--- src/rtl/irq_prio_pkg.sv ---
package irq_prio_pkg;
   localparam int unsigned IDX_RESET = 0;
   localparam int unsigned IDX_NMI   = 1;

   function automatic logic [31:0] maskable_bits(input int unsigned n, input int unsigned first);
      logic [31:0] m;
      m = '0;
      for (int i = 0; i < 32; i++)
         if (i >= first && i < n) m[i] = 1'b1;
      return m;
   endfunction
endpackage

--- src/rtl/irq_rst_filter.sv ---
module irq_rst_filter #(
   parameter int unsigned HOLD = 10
) (
   input  logic clk,
   input  logic por_n,
   input  logic line_n,
   output logic hit,
   output logic hold
);
   localparam int unsigned CW = $clog2(HOLD + 1);

   logic [CW-1:0] low_cnt;

   always_ff @(posedge clk or negedge por_n) begin
      if (!por_n)                    low_cnt <= '0;
      else if (line_n)               low_cnt <= '0;
      else if (low_cnt != CW'(HOLD)) low_cnt <= low_cnt + 1'b1;
   end

   assign hit  = !line_n && (low_cnt == CW'(HOLD - 1));
   assign hold = !line_n && (low_cnt == CW'(HOLD));
endmodule

--- src/rtl/irq_flag_bank.sv ---
module irq_flag_bank #(
   parameter int unsigned N       = 16,
   parameter int unsigned FIRST   = 4,
   parameter int unsigned NMI_IDX = 1
) (
   input  logic         clk,
   input  logic         por_n,
   input  logic         wipe,
   input  logic         nmi_src,
   input  logic [N-FIRST-1:0] irq_src,
   input  logic [N-1:0] set_bits,
   input  logic [N-1:0] clr_bits,
   input  logic [N-1:0] take_clr,
   output logic [N-1:0] flags
);
   logic unused_low;
   assign unused_low = ^{set_bits[FIRST-1:0], clr_bits[FIRST-1:0], take_clr[FIRST-1:0]} ^ take_clr[NMI_IDX];

   for (genvar i = 0; i < N; i++) begin : g_bit
      if (i == NMI_IDX) begin : g_nmi
         logic prev, fl;
         always_ff @(posedge clk or negedge por_n) begin
            if (!por_n) begin
               prev <= 1'b0;
               fl   <= 1'b0;
            end else begin
               prev <= nmi_src;
               if (wipe) fl <= 1'b0;
               else      fl <= (fl & ~take_clr[i]) | (nmi_src & ~prev);
            end
         end
         assign flags[i] = fl;
      end else if (i >= FIRST) begin : g_mask
         logic prev, fl;
         always_ff @(posedge clk or negedge por_n) begin
            if (!por_n) begin
               prev <= 1'b0;
               fl   <= 1'b0;
            end else begin
               prev <= irq_src[i-FIRST];
               if (wipe) fl <= 1'b0;
               else      fl <= (fl & ~clr_bits[i] & ~take_clr[i])
                              | set_bits[i] | (irq_src[i-FIRST] & ~prev);
            end
         end
         assign flags[i] = fl;
      end else begin : g_none
         assign flags[i] = 1'b0;
      end
   end
endmodule

--- src/rtl/irq_pick.sv ---
module irq_pick #(
   parameter int unsigned N        = 16,
   parameter int unsigned FIRST    = 4,
   parameter int unsigned NMI_IDX  = 1,
   parameter bit          LOW_WINS = 1'b1,
   localparam int unsigned NW      = $clog2(N)
) (
   input  logic [N-1:0]  flags,
   input  logic [N-1:0]  ena,
   input  logic          gie,
   output logic          req,
   output logic [NW-1:0] num
);
   logic [N-1:0] ready;
   logic         nmi_ok;
   logic         mask_any;
   logic [NW-1:0] mask_num;

   assign nmi_ok = flags[NMI_IDX] & ena[NMI_IDX];

   for (genvar i = 0; i < N; i++) begin : g_ready
      if (i >= FIRST) begin : g_m
         assign ready[i] = flags[i] & ena[i] & gie & ena[NMI_IDX];
      end else begin : g_z
         assign ready[i] = 1'b0;
      end
   end

   if (LOW_WINS) begin : g_low
      always_comb begin
         mask_any = 1'b0;
         mask_num = '0;
         for (int i = N - 1; i >= int'(FIRST); i--)
            if (ready[i]) begin
               mask_any = 1'b1;
               mask_num = NW'(i);
            end
      end
   end else begin : g_high
      always_comb begin
         mask_any = 1'b0;
         mask_num = '0;
         for (int i = int'(FIRST); i < int'(N); i++)
            if (ready[i]) begin
               mask_any = 1'b1;
               mask_num = NW'(i);
            end
      end
   end

   assign req = nmi_ok | mask_any;
   assign num = nmi_ok ? NW'(NMI_IDX) : mask_num;
endmodule

--- src/rtl/irq_prio_ctl.sv ---
module irq_prio_ctl #(
   parameter int unsigned NUM_LINES = 16,
   parameter int unsigned FIRST_MASK = 4,
   parameter int unsigned HOLD_CYCLES = 10,
   parameter bit          LOW_WINS = 1'b1,
   localparam int unsigned NW = $clog2(NUM_LINES),
   localparam int unsigned NM = NUM_LINES - FIRST_MASK
) (
   input  logic                 clk,
   input  logic                 por_n,
   input  logic                 rst_line_n,
   input  logic                 nmi_line,
   input  logic [NM-1:0]        irq_line,
   input  logic [NUM_LINES-1:0] set_bits,
   input  logic [NUM_LINES-1:0] clr_bits,
   input  logic                 ena_we,
   input  logic [NUM_LINES-1:0] ena_wdata,
   input  logic                 gie_we,
   input  logic                 gie_wdata,
   input  logic                 take_ack,
   output logic                 take_req,
   output logic [NW-1:0]        take_num,
   output logic                 iack,
   output logic [NW-1:0]        inum,
   output logic [NUM_LINES-1:0] flags_o,
   output logic [NUM_LINES-1:0] ena_o,
   output logic                 gie_o
);
   import irq_prio_pkg::*;

   localparam logic [31:0] MASK_ALL = maskable_bits(NUM_LINES, FIRST_MASK);
   localparam logic [NUM_LINES-1:0] ENA_KEEP =
      MASK_ALL[NUM_LINES-1:0] | (NUM_LINES'(1) << IDX_NMI);

   if (NUM_LINES < 8 || NUM_LINES > 32) begin : g_bad_lines
      initial $fatal(1, "NUM_LINES must lie in 8..32");
   end
   if (FIRST_MASK <= IDX_NMI || FIRST_MASK >= NUM_LINES) begin : g_bad_first
      initial $fatal(1, "FIRST_MASK must lie above the NMI index and below NUM_LINES");
   end
   if (HOLD_CYCLES < 2) begin : g_bad_hold
      initial $fatal(1, "HOLD_CYCLES must be at least 2");
   end

   logic rst_hit, rst_hold, wipe;
   logic pick_req;
   logic [NW-1:0] pick_num;
   logic take;
   logic [NUM_LINES-1:0] take_clr;
   logic [NUM_LINES-1:0] ena_q;
   logic gie_q;

   irq_rst_filter #(.HOLD(HOLD_CYCLES)) u_rst (
      .clk(clk), .por_n(por_n), .line_n(rst_line_n), .hit(rst_hit), .hold(rst_hold)
   );

   assign wipe = rst_hit | rst_hold;

   irq_flag_bank #(.N(NUM_LINES), .FIRST(FIRST_MASK), .NMI_IDX(IDX_NMI)) u_flags (
      .clk(clk), .por_n(por_n), .wipe(wipe), .nmi_src(nmi_line), .irq_src(irq_line),
      .set_bits(set_bits), .clr_bits(clr_bits), .take_clr(take_clr), .flags(flags_o)
   );

   irq_pick #(.N(NUM_LINES), .FIRST(FIRST_MASK), .NMI_IDX(IDX_NMI), .LOW_WINS(LOW_WINS)) u_pick (
      .flags(flags_o), .ena(ena_q), .gie(gie_q), .req(pick_req), .num(pick_num)
   );

   assign take_req = pick_req & ~wipe;
   assign take_num = pick_num;
   assign take     = take_req & take_ack;
   assign take_clr = take ? (NUM_LINES'(1) << pick_num) : '0;

   always_ff @(posedge clk or negedge por_n) begin
      if (!por_n) begin
         ena_q <= '0;
         gie_q <= 1'b0;
         iack  <= 1'b0;
         inum  <= '0;
      end else if (wipe) begin
         ena_q <= '0;
         gie_q <= 1'b0;
         iack  <= rst_hit;
         inum  <= NW'(IDX_RESET);
      end else begin
         iack <= take;
         inum <= take ? pick_num : '0;
         if (ena_we) ena_q <= ena_wdata & ENA_KEEP;
         if (take && pick_num == NW'(IDX_NMI)) ena_q[IDX_NMI] <= 1'b0;
         if (gie_we) gie_q <= gie_wdata;
         if (take)   gie_q <= 1'b0;
      end
   end

   assign ena_o = ena_q;
   assign gie_o = gie_q;
endmodule

--- config.mk ---
export PLATFORM = sky130hd
export DESIGN_NAME = irq_prio_ctl
export DESIGN_NICKNAME = d
export VERILOG_FILES = /design/src/rtl/irq_prio_pkg.sv /design/src/rtl/irq_rst_filter.sv /design/src/rtl/irq_flag_bank.sv /design/src/rtl/irq_pick.sv /design/src/rtl/irq_prio_ctl.sv
export SDC_FILE = /design/constraint.sdc
export NUM_CORES = 1
export LEC_CHECK = 0
export BUFFER_PORTS_ARGS = -buffer_cell sky130_fd_sc_hd__buf_2
export CORE_MARGIN = 2
export CORE_UTILIZATION = 53
export CTS_BUF_LIST = sky130_fd_sc_hd__clkbuf_4 sky130_fd_sc_hd__clkbuf_8
export DETAILED_ROUTE_END_ITERATION = 10
export GPL_TIMING_DRIVEN = 0
export PLACE_DENSITY = 0.88
export SLEW_MARGIN = 25
export SYNTH_ARGS = -nofsm -noshare
export SYNTH_HDL_FRONTEND = slang
export SYNTH_HIERARCHICAL = 1
export SYNTH_SLANG_ARGS = --single-unit
--- constraint.sdc ---
create_clock -name clk -period 4.1 [get_ports clk]
set_input_delay 0.82 -clock clk [delete_from_list [all_inputs] [get_ports clk]]
set_output_delay 0.82 -clock clk [all_outputs]
set_load 0.03 [all_outputs]
# ---- Word-level counts from Yosys, hierarchy flattened
# Cells that the tools add are included.
dict set report classes {
  n_shift 1
  muxes 50
  eq_ne 4
  n_bitwise 143
  n_reduce_logical 8
  n_addsub 1
}
# operator count
set op_table {}
lappend op_table {{1-bit bitwise AND} 77}
lappend op_table {{4-bit 2-to-1 mux} 17}
lappend op_table {{16-bit 2-to-1 mux} 3}
lappend op_table {{1-bit NOT} 39}
lappend op_table {{1-bit 2-to-1 mux} 30}
lappend op_table {{1-bit bitwise OR} 27}
lappend op_table {{1-bit by 4-bit left shift with 16-bit output, first input constant} 1}
lappend op_table {{4-bit == test, second input constant} 2}
lappend op_table {{3-bit nonzero test} 2}
lappend op_table {{4-bit by 1-bit adder with 4-bit output, second input constant} 1}
lappend op_table {{4-bit by 1-bit == test with 1-bit output, second input constant} 1}
lappend op_table {{4-bit inequality test, second input constant} 1}
lappend op_table {{2-bit nonzero test} 2}
lappend op_table {{1-bit logical AND} 3}
lappend op_table {{1-bit logical NOT} 1}
dict set report totals {
  reg_bits 52
  input_bits 68
  word_cells 239
}

# ---- Longest topological paths before layout
# Gate-level depths: netlist of run 1.
dict set report logic_depth {
  ltp_word 24
  mapped_depth 10
  mapped_depth_nobuf 8
}

# ---- Hierarchy
# The synthesis of run 1 kept the hierarchy.
# mod cells_per_inst seq_area_each_um2 instances area_per_inst_um2
set modules_own_cells {}
lappend modules_own_cells {irq_flag_bank 95 650.6 1 1097.3}
lappend modules_own_cells {irq_prio_ctl 91 475.5 1 988.4}
lappend modules_own_cells {irq_rst_filter 25 100.1 1 246.5}
lappend modules_own_cells {irq_pick 40 0.0 1 244.0}

# ---- Worst setup path after synthesis of run 1
# No wires, ideal clock.
dict set report synth_path {
  path_kind {reg-to-reg}
  start {register ena_q[1] (netlist: ena_o[1])}
  end {register u_flags.g_bit[4].g_mask.fl}
  arrival_time_ns 2.890
  slack_ns 1.128
  setup_ns 0.082
  path_stages_with_launch 10
  cell_sequence {dfrtp_1 -> nand2_4 -> a41o_1 -> nor2b_1 -> nor3_1 -> or4b_1 -> buf_4 -> nor3_2 -> or3b_1 -> a31oi_1}
}
# element line
set synth_rtl {}
lappend synth_rtl {{start: declaration} irq_prio_ctl.sv:50} ;# logic [NUM_LINES-1:0] ena_q;
lappend synth_rtl {{start signal: assignment} irq_prio_ctl.sv:87} ;# if (ena_we) ena_q <= ena_wdata & ENA_KEEP;
lappend synth_rtl {{1-bit bitwise AND} irq_pick.sv:23} ;# assign ready[i] = flags[i] & ena[i] & gie & ena[NMI_IDX];
lappend synth_rtl {{4-bit 2-to-1 mux (12 in a row)} irq_pick.sv:34} ;# if (ready[i]) begin
lappend synth_rtl {{4-bit 2-to-1 mux *} irq_pick.sv:52} ;# assign num = nmi_ok ? NW'(NMI_IDX) : mask_num;
lappend synth_rtl {{net take_num[3]} irq_prio_ctl.sv:22} ;# output logic [NW-1:0] take_num,
lappend synth_rtl {{1-bit by 4-bit left shift with 16-bit output *} irq_prio_ctl.sv:71} ;# assign take_clr = take ? (NUM_LINES'(1) << pick_num) : '0;
lappend synth_rtl {{16-bit 2-to-1 mux *} irq_prio_ctl.sv:71}
lappend synth_rtl {{net take_clr[4]} irq_prio_ctl.sv:49} ;# logic [NUM_LINES-1:0] take_clr;
lappend synth_rtl {{1-bit NOT *} irq_flag_bank.sv:42} ;# else fl <= (fl & ~clr_bits[i] & ~take_clr[i])
lappend synth_rtl {{1-bit bitwise AND *} irq_flag_bank.sv:42}
lappend synth_rtl {{1-bit bitwise OR * (2 in a row)} irq_flag_bank.sv:43} ;# | set_bits[i] | (irq_src[i-FIRST] & ~prev);
lappend synth_rtl {{1-bit 2-to-1 mux *} irq_flag_bank.sv:41} ;# if (wipe) fl <= 1'b0;
lappend synth_rtl {{end signal: assignment} irq_flag_bank.sv:42}
lappend synth_rtl {{end: declaration} irq_flag_bank.sv:34} ;# logic prev, fl;
# Mark *: on every way through the listed nets, which the timed path passes. The rest lies on a longest branch.
# A chain may end at the register's enable or synchronous reset.

# ---- Worst setup path in the final report of run 1
dict set report layout_path {
  start {register ena_q[1] (netlist: ena_o[1])}
  end {output port take_req}
}
dict set report layout_between {
  elab_chain_cells 15
}
# element line
set layout_lines {}
lappend layout_lines {{1-bit bitwise AND} irq_pick.sv:23}
lappend layout_lines {{1-bit 2-to-1 mux (12 in a row)} irq_pick.sv:34}
lappend layout_lines {{1-bit bitwise OR *} irq_pick.sv:51} ;# assign req = nmi_ok | mask_any;
lappend layout_lines {{net pick_req} irq_prio_ctl.sv:46} ;# logic pick_req;
lappend layout_lines {{1-bit bitwise AND *} irq_prio_ctl.sv:68} ;# assign take_req = pick_req & ~wipe;
lappend layout_lines {{end: declaration} irq_prio_ctl.sv:21} ;# output logic take_req,
# Marks and branches as above.

==> load_flow_metrics.sql, run 1 <==
INSERT INTO impl_metrics (metric_group, metric, value, unit) VALUES
('critical_path', 'timing.reg2reg.worst_path_depth', '10', ''),
('placement', 'hpwl_after_dpl', '4.596', 'mm'),
('cells_and_area', 'diode_count', '0', ''),
('outcome', 'outcome', 'complete, no violations', ''),
('flow_run', 'drv_cap', '0', ''),
('timing', 'maxSlewHeadroom', '56.63', '%'),
('critical_path', 'critical_path_required', '3.28', 'ns'),
('critical_path', 'critPathMaxFanout', '9', ''),
('power', 'p_per_area', '425.2', 'nW/µm²'),
('timing', 'setup-tns-final', '0', 'ns'),
('hold_path', 'whs_endpoint', 'u_flags/g_bit[1].g_nmi.fl', ''),
('yosys', 'synthesis.yosys.warnings', '6', ''),
('critical_path', 'reg2reg_from', 'u_flags/g_bit[10].g_mask.fl', ''),
('clock_network', 'cts_root_buf', 'sky130_fd_sc_hd__clkbuf_8', ''),
('die', 'coreArea', '4661', 'µm²'),
('clock_network', 'insertion_delay', '0.29', 'ns'),
('hold_path', 'worst_hold_path.num_cells', '2', ''),
('die', 'start_util', '54.39', '%'),
('power', 'report.power.total', '1.341', 'mW'),
('critical_path', 'worst_flop_to_flop_path_endpoint', 'u_flags/g_bit[15].g_mask.fl', ''),
('cells_and_area', 'synthToLayoutAreaGrowth', '24.43', '%'),
('timing', 'timing_max_transition_violations_final', '0', ''),
('timing', 'max_freq', '330.4', 'MHz'),
('clock_network', 'cts_inserted_buffers', '5', ''),
('clock_network', 'cts.htree.levels', '2', ''),
('timing', 'fin_skew', '0.009882', 'ns'),
('cells_and_area', 'final_area', '3154', 'µm²'),
('critical_path', 'path_class', 'reg2out', ''),
('yosys', 'syn_avg_cell_area', '10.22', 'µm²'),
('clock_network', 'clock_sink_count', '49', ''),
('routing', 'vias', '2115', ''),
('clock_network', 'clkSlewWorstSetupHoldPaths', '0.08', 'ns'),
('grt', 'number_of_global_route_vias_before_repair', '2023', ''),
('die', 'floorplan.io_pins', '111', ''),
('clock_network', 'cts_repair_resize_count', '0', ''),
('cells_and_area', 'layout.core_utilization', '67.68', '%'),
('grt', 'grt_antenna_before_repair', '0', ''),
('power', 'power.static_leakage', '1.670', 'nW'),
('clock_network', 'clock_path_buffers', '2', ''),
('routing', 'routed_wl', '5.820', 'mm'),
('power', 'vdd_drop_max', '248.1', 'µV'),
('critical_path', 'worst-r2r-setup-slack', '1.50', 'ns'),
('cells_and_area', 'fin_nets', '422', ''),
('grt', 'grt_remaining_overflow', '0', ''),
('routing', 'detail_route.wl_per_cell', '14.41', 'µm'),
('timing', 'tightestPinTransition', '0.6455', 'ns'),
('timing', 'period_minus_slack', '3.027', 'ns'),
('routing', 'detail_route.first_pass.iterations', '4', ''),
('grt', 'grt_first_pass_wirelength', '9.163', 'mm'),
('timing', 'final.hold.worst_slack', '0.4974', 'ns'),
('timing', 'timing_hold_violations_final', '0', ''),
('hold_path', 'hp-start', 'u_flags/g_bit[1].g_nmi.prev', ''),
('clock_network', 'cts_hold_repair.buffers', '0', ''),
('placement', 'postPlaceCellArea', '3080', 'µm²'),
('timing', 'grt_setup_unrepaired', 'false', ''),
('critical_path', 'timing.critical_path.arrival', '2.21', 'ns'),
('placement', 'port_buffers', '92', ''),
('grt', 'grt.total_usage', '22.58', '%'),
('routing', 'final_antenna_net_count', '0', ''),
('yosys', 'netlist_area', '2535', 'µm²'),
('critical_path', 'cp-start-kind', 'register', ''),
('die', 'fp-row-count', '25', ''),
('cells_and_area', 'final_layout_size_suffix_gt1_share', '37.43', '%'),
('hold_path', 'worstHoldPathType', 'reg2reg', ''),
('die', 'die_area', '5352', 'µm²'),
('grt', 'grt_start_max_net_pins', '50', ''),
('clock_network', 'post-cts-setup-buffers', '0', ''),
('placement', 'gp_congestion', '0.8645', ''),
('timing', 'fin_crit_sh', '73.82', '%'),
('routing', 'drt_iter0_drc', '145', ''),
('die', 'chipWidth', '73.16', 'µm'),
('die', 'chipHeight', '73.16', 'µm'),
('yosys', 'post_synthesis_cell_count', '248', ''),
('routing', 'viasPerCell', '5.235', ''),
('clock_network', 'clock_tree_from_tritoncts', 'built', ''),
('routing', 'drt_drc_violations_left', '0', ''),
('critical_path', 'critPathCaptureType', 'output port', ''),
('timing', 'finalSetupViolations', '0', '');
cell type report:
| type | count | area [µm²] |
|---|---|---|
| Multi-Input combinational cell | 161 | 1086 |
| Fill cell | 373 | 1506 |
| Timing Repair Buffer | 92 | 462.9 |
| Sequential cell | 49 | 1226 |
| Buffer | 27 | 181.4 |
| Clock inverter | 1 | 5.005 |
| Tap cell | 54 | 67.56 |
| Inverter | 15 | 56.30 |
| Clock buffer | 5 | 68.82 |
critical path, stage by stage (launching register included):
cell and delay [ns]:
sky130_fd_sc_hd__dfrtp_1 0.54, sky130_fd_sc_hd__nand2_4 0.12, sky130_fd_sc_hd__a41o_1 0.24, sky130_fd_sc_hd__nor2b_1 0.14, sky130_fd_sc_hd__or3b_1 0.23, sky130_fd_sc_hd__nor3b_2 0.36
sky130_fd_sc_hd__buf_2 0.27
state kept, by name, indices dropped and copies added, names as in the netlist:
signal and count:
iack 1, u_flags/g_bit.g_nmi.prev 1, gie_o 1, u_flags/g_bit.g_mask.fl 12, ena_o 13, u_rst/low_cnt 4, u_flags/g_bit.g_nmi.fl 1, u_flags/g_bit.g_mask.prev 12
inum 4
worst max-delay path by stage:
stage               depth (start not counted)      from                    endpoint  slack [ns]
floorplan                                   9  ena_o[1]  u_flags/g_bit[4].g_mask.fl        1.18
global placement                            6  ena_o[1]                    take_req        1.45
detailed placement                          6  ena_o[1]                    take_req        1.44
CTS                                         6  ena_o[1]                    take_req        1.10
global route                                6  ena_o[1]                    take_req        0.94
finish                                      6  ena_o[1]                    take_req        1.07
per-stage QoR:
step / worst slack, ns / cells
floorplan: 1.177 / 252
global placement: 1.448 / 398
detailed placement: 1.436 / 398
CTS: 1.098 / 404
global route: 0.9351 / 404
finish: 1.073 / 404
layout by cell type, fill, tap and decap left out, drive strengths merged, types with 2 or more instances in the layout:
master and count:
buf 116, inv 15, nor2 16, mux2i 14, a21oi 7, clkbuf 8, dfrtp 49, nand2 19
or3b 13, nand3 3, a22oi 2, and2 3, nand2b 18, a21o 3, nand3b 2, ha 3
and3 3, conb 6, a41o 2, nor2b 2, a31oi 13, nor3 13
per-layer routing:
layer  track usage [%]  part of all wire (%)  wire length (µm)
met1             29.70                    41              2391
met2             35.74                    49              2851
met3             7.182                   8.7               505
met4             6.790                   1.2                71
met5                 0                     0                 0
power breakdown:
part,internal (mW),switching (mW),total [mW]
Clock,0.113,0.146,0.259
Combinational,0.184,0.327,0.511
Sequential,0.532,0.0397,0.571
Total,0.828,0.513,1.34
(Power assumes the default switching activity.)
==> run 2, diff against run 1 <==
Settings changed: CORE_UTILIZATION 53 to 49, PLACE_DENSITY 0.88 to 0.82.
Clock period 4.1 ns to 2.8 ns, I/O delays scaled along.
==> run 2 against run 1 <==
Net effect:
- routed wire length down 2.8%
- worst hold slack worse by 0.32 ns
- register-to-register slack worse by 1.3 ns
- clock skew up 0.0053 ns
- via count down 1.8%
- critical endpoint unchanged
- largest cell class unchanged
- largest power group unchanged
==> load_flow_metrics.sql, run 2 (synthesis results as in run 1) <==
INSERT INTO impl_metrics (metric_group, metric, value, unit) VALUES
('timing', 'tightestPinTransition', '0.7224', 'ns'),
('routing', 'vias', '2077', ''),
('routing', 'routed_wl', '5.659', 'mm'),
('clock_network', 'cts_root_buf', 'sky130_fd_sc_hd__clkbuf_8', ''),
('die', 'coreArea', '5042', 'µm²'),
('grt', 'grt.total_usage', '19.92', '%'),
('routing', 'drt_iter0_drc', '112', ''),
('critical_path', 'critPathMaxFanout', '8', ''),
('timing', 'grt_setup_unrepaired', 'true', ''),
('grt', 'grt_start_max_net_pins', '33', ''),
('power', 'p_seq_share', '40.7', '%'),
('grt', 'grt_most_used_layer', 'met2', ''),
('power', 'power.static_leakage', '1.693', 'nW'),
('timing', 'timing_max_transition_violations_final', '0', ''),
('cells_and_area', 'layout.cells.most_common', 'sky130_fd_sc_hd__buf_2', ''),
('clock_network', 'clock_tree_from_tritoncts', 'built', ''),
('placement', 'port_buffers', '92', ''),
('placement', 'postPlaceCellArea', '3123', 'µm²'),
('clock_network', 'cts_inserted_buffers', '5', ''),
('die', 'chipHeight', '75.93', 'µm'),
('critical_path', 'critical_path.max_stage_delay', '0.43', 'ns'),
('timing', 'max_freq', '364.3', 'MHz'),
('cells_and_area', 'layoutNonFillerInstCount', '423', ''),
('cells_and_area', 'final_layout_size_suffix_gt1_share', '39.09', '%'),
('cells_and_area', 'most-common-layout-cells', 'sky130_fd_sc_hd__buf_2, sky130_fd_sc_hd__dfrtp_1, sky130_fd_sc_hd__buf_4', ''),
('timing', 'maxSlewHeadroom', '51.47', '%'),
('cells_and_area', 'synthToLayoutAreaGrowth', '27.79', '%'),
('routing', 'drt_drc_violations_left', '0', ''),
('power', 'p_int', '1.270', 'mW'),
('power', 'vdd_drop_max', '379.9', 'µV'),
('clock_network', 'cts.htree.levels', '2', ''),
('cells_and_area', 'fin_nets', '423', ''),
('timing', 'timing_hold_violations_final', '0', ''),
('critical_path', 'library_cell_contributing_the_largest_single_delay_on_the_critical_path', 'sky130_fd_sc_hd__or3b_4', ''),
('hold_path', 'worstHoldPathType', 'in2async', ''),
('power', 'power.clock.fraction', '21.2', '%'),
('critical_path', 'critical_path_required', '2.24', 'ns'),
('critical_path', 'path_class', 'reg2out', ''),
('timing', 'fin_crit_sh', '98.03', '%'),
('timing', 'finalSetupViolations', '0', ''),
('routing', 'detail_route.first_pass.iterations', '4', ''),
('power', 'total_switching_power', '780.4', 'µW'),
('cells_and_area', 'max_reg_flops', '13', ''),
('grt', 'grt_use_met2', '33.30', '%'),
('outcome', 'outcome', 'complete, no violations', ''),
('critical_path', 'cell_chain_critical_path', 'buf_4 > nand2_1 > a41o_1 > nor2b_1 > or3b_4 > nor3b_4 > buf_2', ''),
('power', 'swShare', '38.07', '%'),
('grt', 'number_of_global_route_vias_before_repair', '2028', ''),
('clock_network', 'clkSlewWorstSetupHoldPaths', '0.09', 'ns'),
('grt', 'grt_antenna_before_repair', '0', ''),
('power', 'report.power.total', '2.050', 'mW'),
('die', 'chipWidth', '75.93', 'µm'),
('grt', 'grt_remaining_overflow', '0', ''),
('power', 'pwr-share-comb', '38.1', '%'),
('die', 'start_util', '50.27', '%'),
('critical_path', 'timing.critical_path.arrival', '2.18', 'ns'),
('clock_network', 'clock_sink_count', '49', ''),
('grt', 'gr-usage-met3', '4.643', '%'),
('cells_and_area', 'final_area', '3239', 'µm²'),
('die', 'floorplan.io_pins', '111', ''),
('die', 'die_area', '5765', 'µm²'),
('cells_and_area', 'layout.core_utilization', '64.24', '%'),
('placement', 'placed_cells_incl_taps', '415', ''),
('timing', 'final.hold.worst_slack', '0.1775', 'ns'),
('routing', 'detail_route.wl_per_cell', '13.38', 'µm'),
('critical_path', 'critPathCaptureType', 'output port', ''),
('flow_run', 'drv_cap', '0', ''),
('placement', 'gp_congestion', '0.8493', ''),
('grt', 'grt_first_pass_wirelength', '9.232', 'mm'),
('cells_and_area', 'diode_count', '0', ''),
('grt', 'global_routing_met1_resource_utilization', '25.61', '%'),
('timing', 'period_minus_slack', '2.745', 'ns'),
('routing', 'final_antenna_net_count', '0', ''),
('cells_and_area', 'n_fill_cell', '408', ''),
('critical_path', 'critical_path.n_buffers_inverters', '2', ''),
('power', 'p_per_area', '632.8', 'nW/µm²'),
('clock_network', 'clock_path_buffers', '2', ''),
('die', 'fp-row-count', '26', ''),
('routing', 'viasPerCell', '4.910', ''),
('clock_network', 'insertion_delay', '0.31', 'ns'),
('critical_path', 'cp-start-kind', 'register', ''),
('timing', 'fin_skew', '0.01519', 'ns'),
('critical_path', 'worst_path_dominant_cell_family', 'simple AND/OR/NAND/NOR gates', ''),
('placement', 'hpwl_after_dpl', '4.518', 'mm');
## run 2: layout make-up
type / instances / area (µm²) / share of cell area (%)
well taps: 70 / 87.58 / 2.704
plain buffers: 27 / 181.4 / 5.601
clock buffers: 6 / 82.58 / 2.549
flip-flops and latches: 49 / 1226 / 37.85
clock inverters: 2 / 13.76 / 0.4249
multi-input cells: 161 / 1111 / 34.30
repair buffers: 93 / 480.5 / 14.83
inverters: 15 / 56.30 / 1.738
## run 2: worst paths after layout
kind,start,end,slack (ns),cells past startpoint
worst max-delay path,u_flags/g_bit[11].g_mask.fl,take_req,0.06,7
worst min-delay path,por_n,u_flags/g_bit[12].g_mask.prev,0.18,1
max in group asynchronous,por_n,inum[3],2.10,2
min in group clk,irq_line[1],u_flags/g_bit[5].g_mask.prev,0.37,1
worst min register to register,u_flags/g_bit[1].g_nmi.prev,u_flags/g_bit[1].g_nmi.fl,0.50,2
worst max register to register,u_flags/g_bit[11].g_mask.fl,u_flags/g_bit[15].g_mask.fl,0.22,10
## run 2: timing repair
item                                    in CTS  in global routing
hold buffers                                 0                  0
resized for setup                            0                  4
setup buffers                                0                  0
endpoints found under the setup margin       0                  4
## run 2: routing by layer
| metal | vias up | routed length [µm] |
|---|---|---|
| li1 | 1045 | - |
| met4 | 0 | 76 |
| met2 | 69 | 2736 |
| met5 | - | 0 |
| met1 | 955 | 2481 |
| met3 | 8 | 364 |
## run 2: worst reg2reg max path, cell delays in order (launching register included)
cell and delay (ns):
sky130_fd_sc_hd__dfrtp_1 0.39, sky130_fd_sc_hd__buf_4 0.13, sky130_fd_sc_hd__nand2_1 0.11, sky130_fd_sc_hd__a41o_1 0.21
sky130_fd_sc_hd__nor2b_1 0.20, sky130_fd_sc_hd__or3b_4 0.43, sky130_fd_sc_hd__nand4bb_1 0.12, sky130_fd_sc_hd__clkbuf_1 0.25
sky130_fd_sc_hd__nor3_1 0.10, sky130_fd_sc_hd__or3b_1 0.39, sky130_fd_sc_hd__a31oi_1 0.16
## run 2: power by group through the flow
stage / Combinational (mW) / Sequential, mW / Clock, mW
finish: 0.782 / 0.835 / 0.434
global route: 0.843 / 0.845 / 0.469
CTS: 0.763 / 0.833 / 0.448
detailed placement: 0.756 / 0.847 / 0
global placement: 0.742 / 0.844 / 0
floorplan: 0.459 / 0.917 / 0
## run 2: stage by stage
stage	setup WS (ns)	TNS [ns]
after CTS	0.01815	0
after detailed placement	0.2697	0
after global placement	0.2960	0
after floorplan	0.09087	0
final	0.05517	0
after global routing	-0.04829	-0.04829
==> run 3, diff against run 2 <==
Settings changed: CORE_ASPECT_RATIO from default to 1.2.
==> run 3 against run 2 <==
Net effect:
- die area barely moved
- clock power rose by 2%
- combinational power fell by 0.6%
- global-route usage rose by 1.0 points
- non-clock buffer count fell by 2
- fmax rose by 0.49%
- core utilization rose by 0.24 points
- critical path type unchanged
==> load_flow_metrics.sql, run 3 (synthesis results as in run 1) <==
INSERT INTO impl_metrics (metric_group, metric, value, unit) VALUES
('outcome', 'outcome', 'complete, no violations', ''),
('timing', 'period_minus_slack', '2.732', 'ns'),
('timing', 'tightestPinTransition', '0.6612', 'ns'),
('routing', 'routed_wl', '5.751', 'mm'),
('cells_and_area', 'synthToLayoutAreaGrowth', '26.55', '%'),
('placement', 'gp_congestion', '0.8572', ''),
('placement', 'placed_cells_incl_taps', '404', ''),
('critical_path', 'worst_path_dominant_cell_family', 'simple AND/OR/NAND/NOR gates', ''),
('power', 'pwr-share-comb', '37.8', '%'),
('cells_and_area', 'final-seq-area', '1227', 'µm²'),
('flow_run', 'drv_cap', '0', ''),
('timing', 'timing_max_transition_violations_final', '0', ''),
('die', 'floorplan.io_pins', '111', ''),
('cells_and_area', 'most-common-layout-cells', 'sky130_fd_sc_hd__buf_2, sky130_fd_sc_hd__dfrtp_1, sky130_fd_sc_hd__buf_4', ''),
('timing', 'max_freq', '366.1', 'MHz'),
('hold_path', 'worstHoldPathType', 'in2async', ''),
('power', 'total_switching_power', '767.0', 'µW'),
('routing', 'drt_iter0_drc', '116', ''),
('critical_path', 'timing.critical_path.arrival', '2.17', 'ns'),
('clock_network', 'clkSlewWorstSetupHoldPaths', '0.09', 'ns'),
('power', 'vdd_drop_max', '375.3', 'µV'),
('timing', 'fin_crit_sh', '97.55', '%'),
('routing', 'viasPerCell', '5.012', ''),
('die', 'chipWidth', '69.66', 'µm'),
('cells_and_area', 'max_reg_flops', '13', ''),
('clock_network', 'cts_inserted_buffers', '5', ''),
('clock_network', 'cts.htree.levels', '2', ''),
('cells_and_area', 'final_layout_size_suffix_gt1_share', '39.03', '%'),
('clock_network', 'clock_sink_count', '49', ''),
('grt', 'grt_remaining_overflow', '0', ''),
('critical_path', 'critPathCaptureType', 'output port', ''),
('power', 'report.power.total', '2.056', 'mW'),
('die', 'chipHeight', '82.79', 'µm'),
('grt', 'grt.total_usage', '20.97', '%'),
('critical_path', 'critical_path.max_stage_delay', '0.43', 'ns'),
('timing', 'maxSlewHeadroom', '55.58', '%'),
('grt', 'grt_first_pass_wirelength', '9.287', 'mm'),
('cells_and_area', 'layoutNonFillerInstCount', '411', ''),
('critical_path', 'critical_path.n_buffers_inverters', '2', ''),
('grt', 'gr-usage-met3', '3.865', '%'),
('grt', 'grt_use_met2', '36.44', '%'),
('routing', 'final_antenna_net_count', '0', ''),
('clock_network', 'clock_path_buffers', '2', ''),
('critical_path', 'critical_path_required', '2.24', 'ns'),
('grt', 'grt_antenna_before_repair', '0', ''),
('cells_and_area', 'fin_nets', '421', ''),
('timing', 'finalSetupViolations', '0', ''),
('grt', 'global_routing_met1_resource_utilization', '26.96', '%'),
('critical_path', 'library_cell_contributing_the_largest_single_delay_on_the_critical_path', 'sky130_fd_sc_hd__or3b_4', ''),
('power', 'p_per_area', '640.9', 'nW/µm²'),
('grt', 'grt_most_used_layer', 'met2', ''),
('timing', 'fin_skew', '0.006120', 'ns'),
('cells_and_area', 'layout.cells.most_common', 'sky130_fd_sc_hd__buf_2', ''),
('routing', 'detail_route.first_pass.iterations', '4', ''),
('cells_and_area', 'diode_count', '0', ''),
('die', 'fp-row-count', '28', ''),
('clock_network', 'cts_root_buf', 'sky130_fd_sc_hd__clkbuf_8', ''),
('power', 'swShare', '37.31', '%'),
('cells_and_area', 'multi_input_logic_area', '1107', 'µm²'),
('power', 'p_int', '1.289', 'mW'),
('placement', 'port_buffers', '92', ''),
('critical_path', 'critPathMaxFanout', '8', ''),
('routing', 'detail_route.wl_per_cell', '13.99', 'µm'),
('die', 'start_util', '50.96', '%'),
('clock_network', 'insertion_delay', '0.29', 'ns'),
('grt', 'grt_start_max_net_pins', '50', ''),
('timing', 'timing_hold_violations_final', '0', ''),
('clock_network', 'clock_tree_from_tritoncts', 'built', ''),
('timing', 'grt_setup_unrepaired', 'true', ''),
('routing', 'drt_drc_violations_left', '0', ''),
('grt', 'number_of_global_route_vias_before_repair', '1981', ''),
('die', 'die_area', '5767', 'µm²'),
('power', 'power.clock.fraction', '21.6', '%'),
('die', 'coreArea', '4975', 'µm²'),
('power', 'power.static_leakage', '1.685', 'nW'),
('critical_path', 'cp-start-kind', 'register', ''),
('clock_network', 'cts_hold_repair.buffers', '0', ''),
('routing', 'vias', '2060', ''),
('critical_path', 'cell_chain_critical_path', 'buf_4 > a22oi_2 > a31oi_1 > nor2b_1 > or3b_4 > nor3b_4 > buf_2', ''),
('placement', 'hpwl_after_dpl', '4.498', 'mm'),
('critical_path', 'path_class', 'reg2out', ''),
('cells_and_area', 'n_fill_cell', '404', ''),
('power', 'p_seq_share', '40.7', '%');
-- run 3: final timing paths --
check	slack, ns	depth (start not counted)	startpoint	end
worst max-delay path	0.07	7	u_flags/g_bit[14].g_mask.fl	take_req
worst min-delay path	0.27	1	por_n	ena_o[12]
worst max register to register	0.24	10	u_flags/g_bit[12].g_mask.fl	u_flags/g_bit[12].g_mask.fl
worst min register to register	0.50	2	u_flags/g_bit[1].g_nmi.prev	u_flags/g_bit[1].g_nmi.fl
max in group asynchronous	2.07	1	por_n	ena_o[1]
min in group clk	0.38	1	irq_line[10]	u_flags/g_bit[14].g_mask.prev
-- run 3: area by class of cell --
cell class / instances / share of cell area (%)
Sequential cell: 49 / 38.26
Inverter: 15 / 1.755
Clock inverter: 1 / 0.1560
Multi-Input combinational cell: 161 / 34.52
Timing Repair Buffer: 92 / 14.43
Buffer: 26 / 5.538
Clock buffer: 7 / 3.003
Tap cell: 60 / 2.340
-- run 3: power by group through the flow --
| stage | logic, mW | registers, mW | clock network, mW |
|---|---|---|---|
| 3_5_place_dp | 0.755 | 0.849 | 0 |
| 6_report | 0.777 | 0.836 | 0.443 |
| 3_3_place_gp | 0.741 | 0.847 | 0 |
| 4_1_cts | 0.758 | 0.835 | 0.455 |
| 2_1_floorplan | 0.459 | 0.917 | 0 |
| 5_1_grt | 0.841 | 0.847 | 0.483 |
-- run 3: timing repair --
item / CTS / global route
buffers inserted: 0 / 0
endpoints found under the setup margin: 0 / 7
gates resized for setup: 0 / 4
-- run 3: through the flow --
step                      cell area [µm²]  utilization, %  TNS [ns]  hold WS (ns)  setup WS [ns]
after floorplan                      2555               -         0        0.2644        0.09087
after global placement               3090           62.12         0        0.4783         0.3022
after detailed placement             3093           62.17         0        0.4934         0.1939
after CTS                            3194           64.21         0        0.2885        0.02807
after global routing                 3208           64.49  -0.05330        0.3142       -0.05330
final                                3208           64.49         0        0.2714        0.06846
-- run 3: routing by layer --
layer	wire length [µm]	part of all wire [%]
met2	2825	49
met5	0	0
met3	411	7.1
met4	80	1.4
met1	2434	42
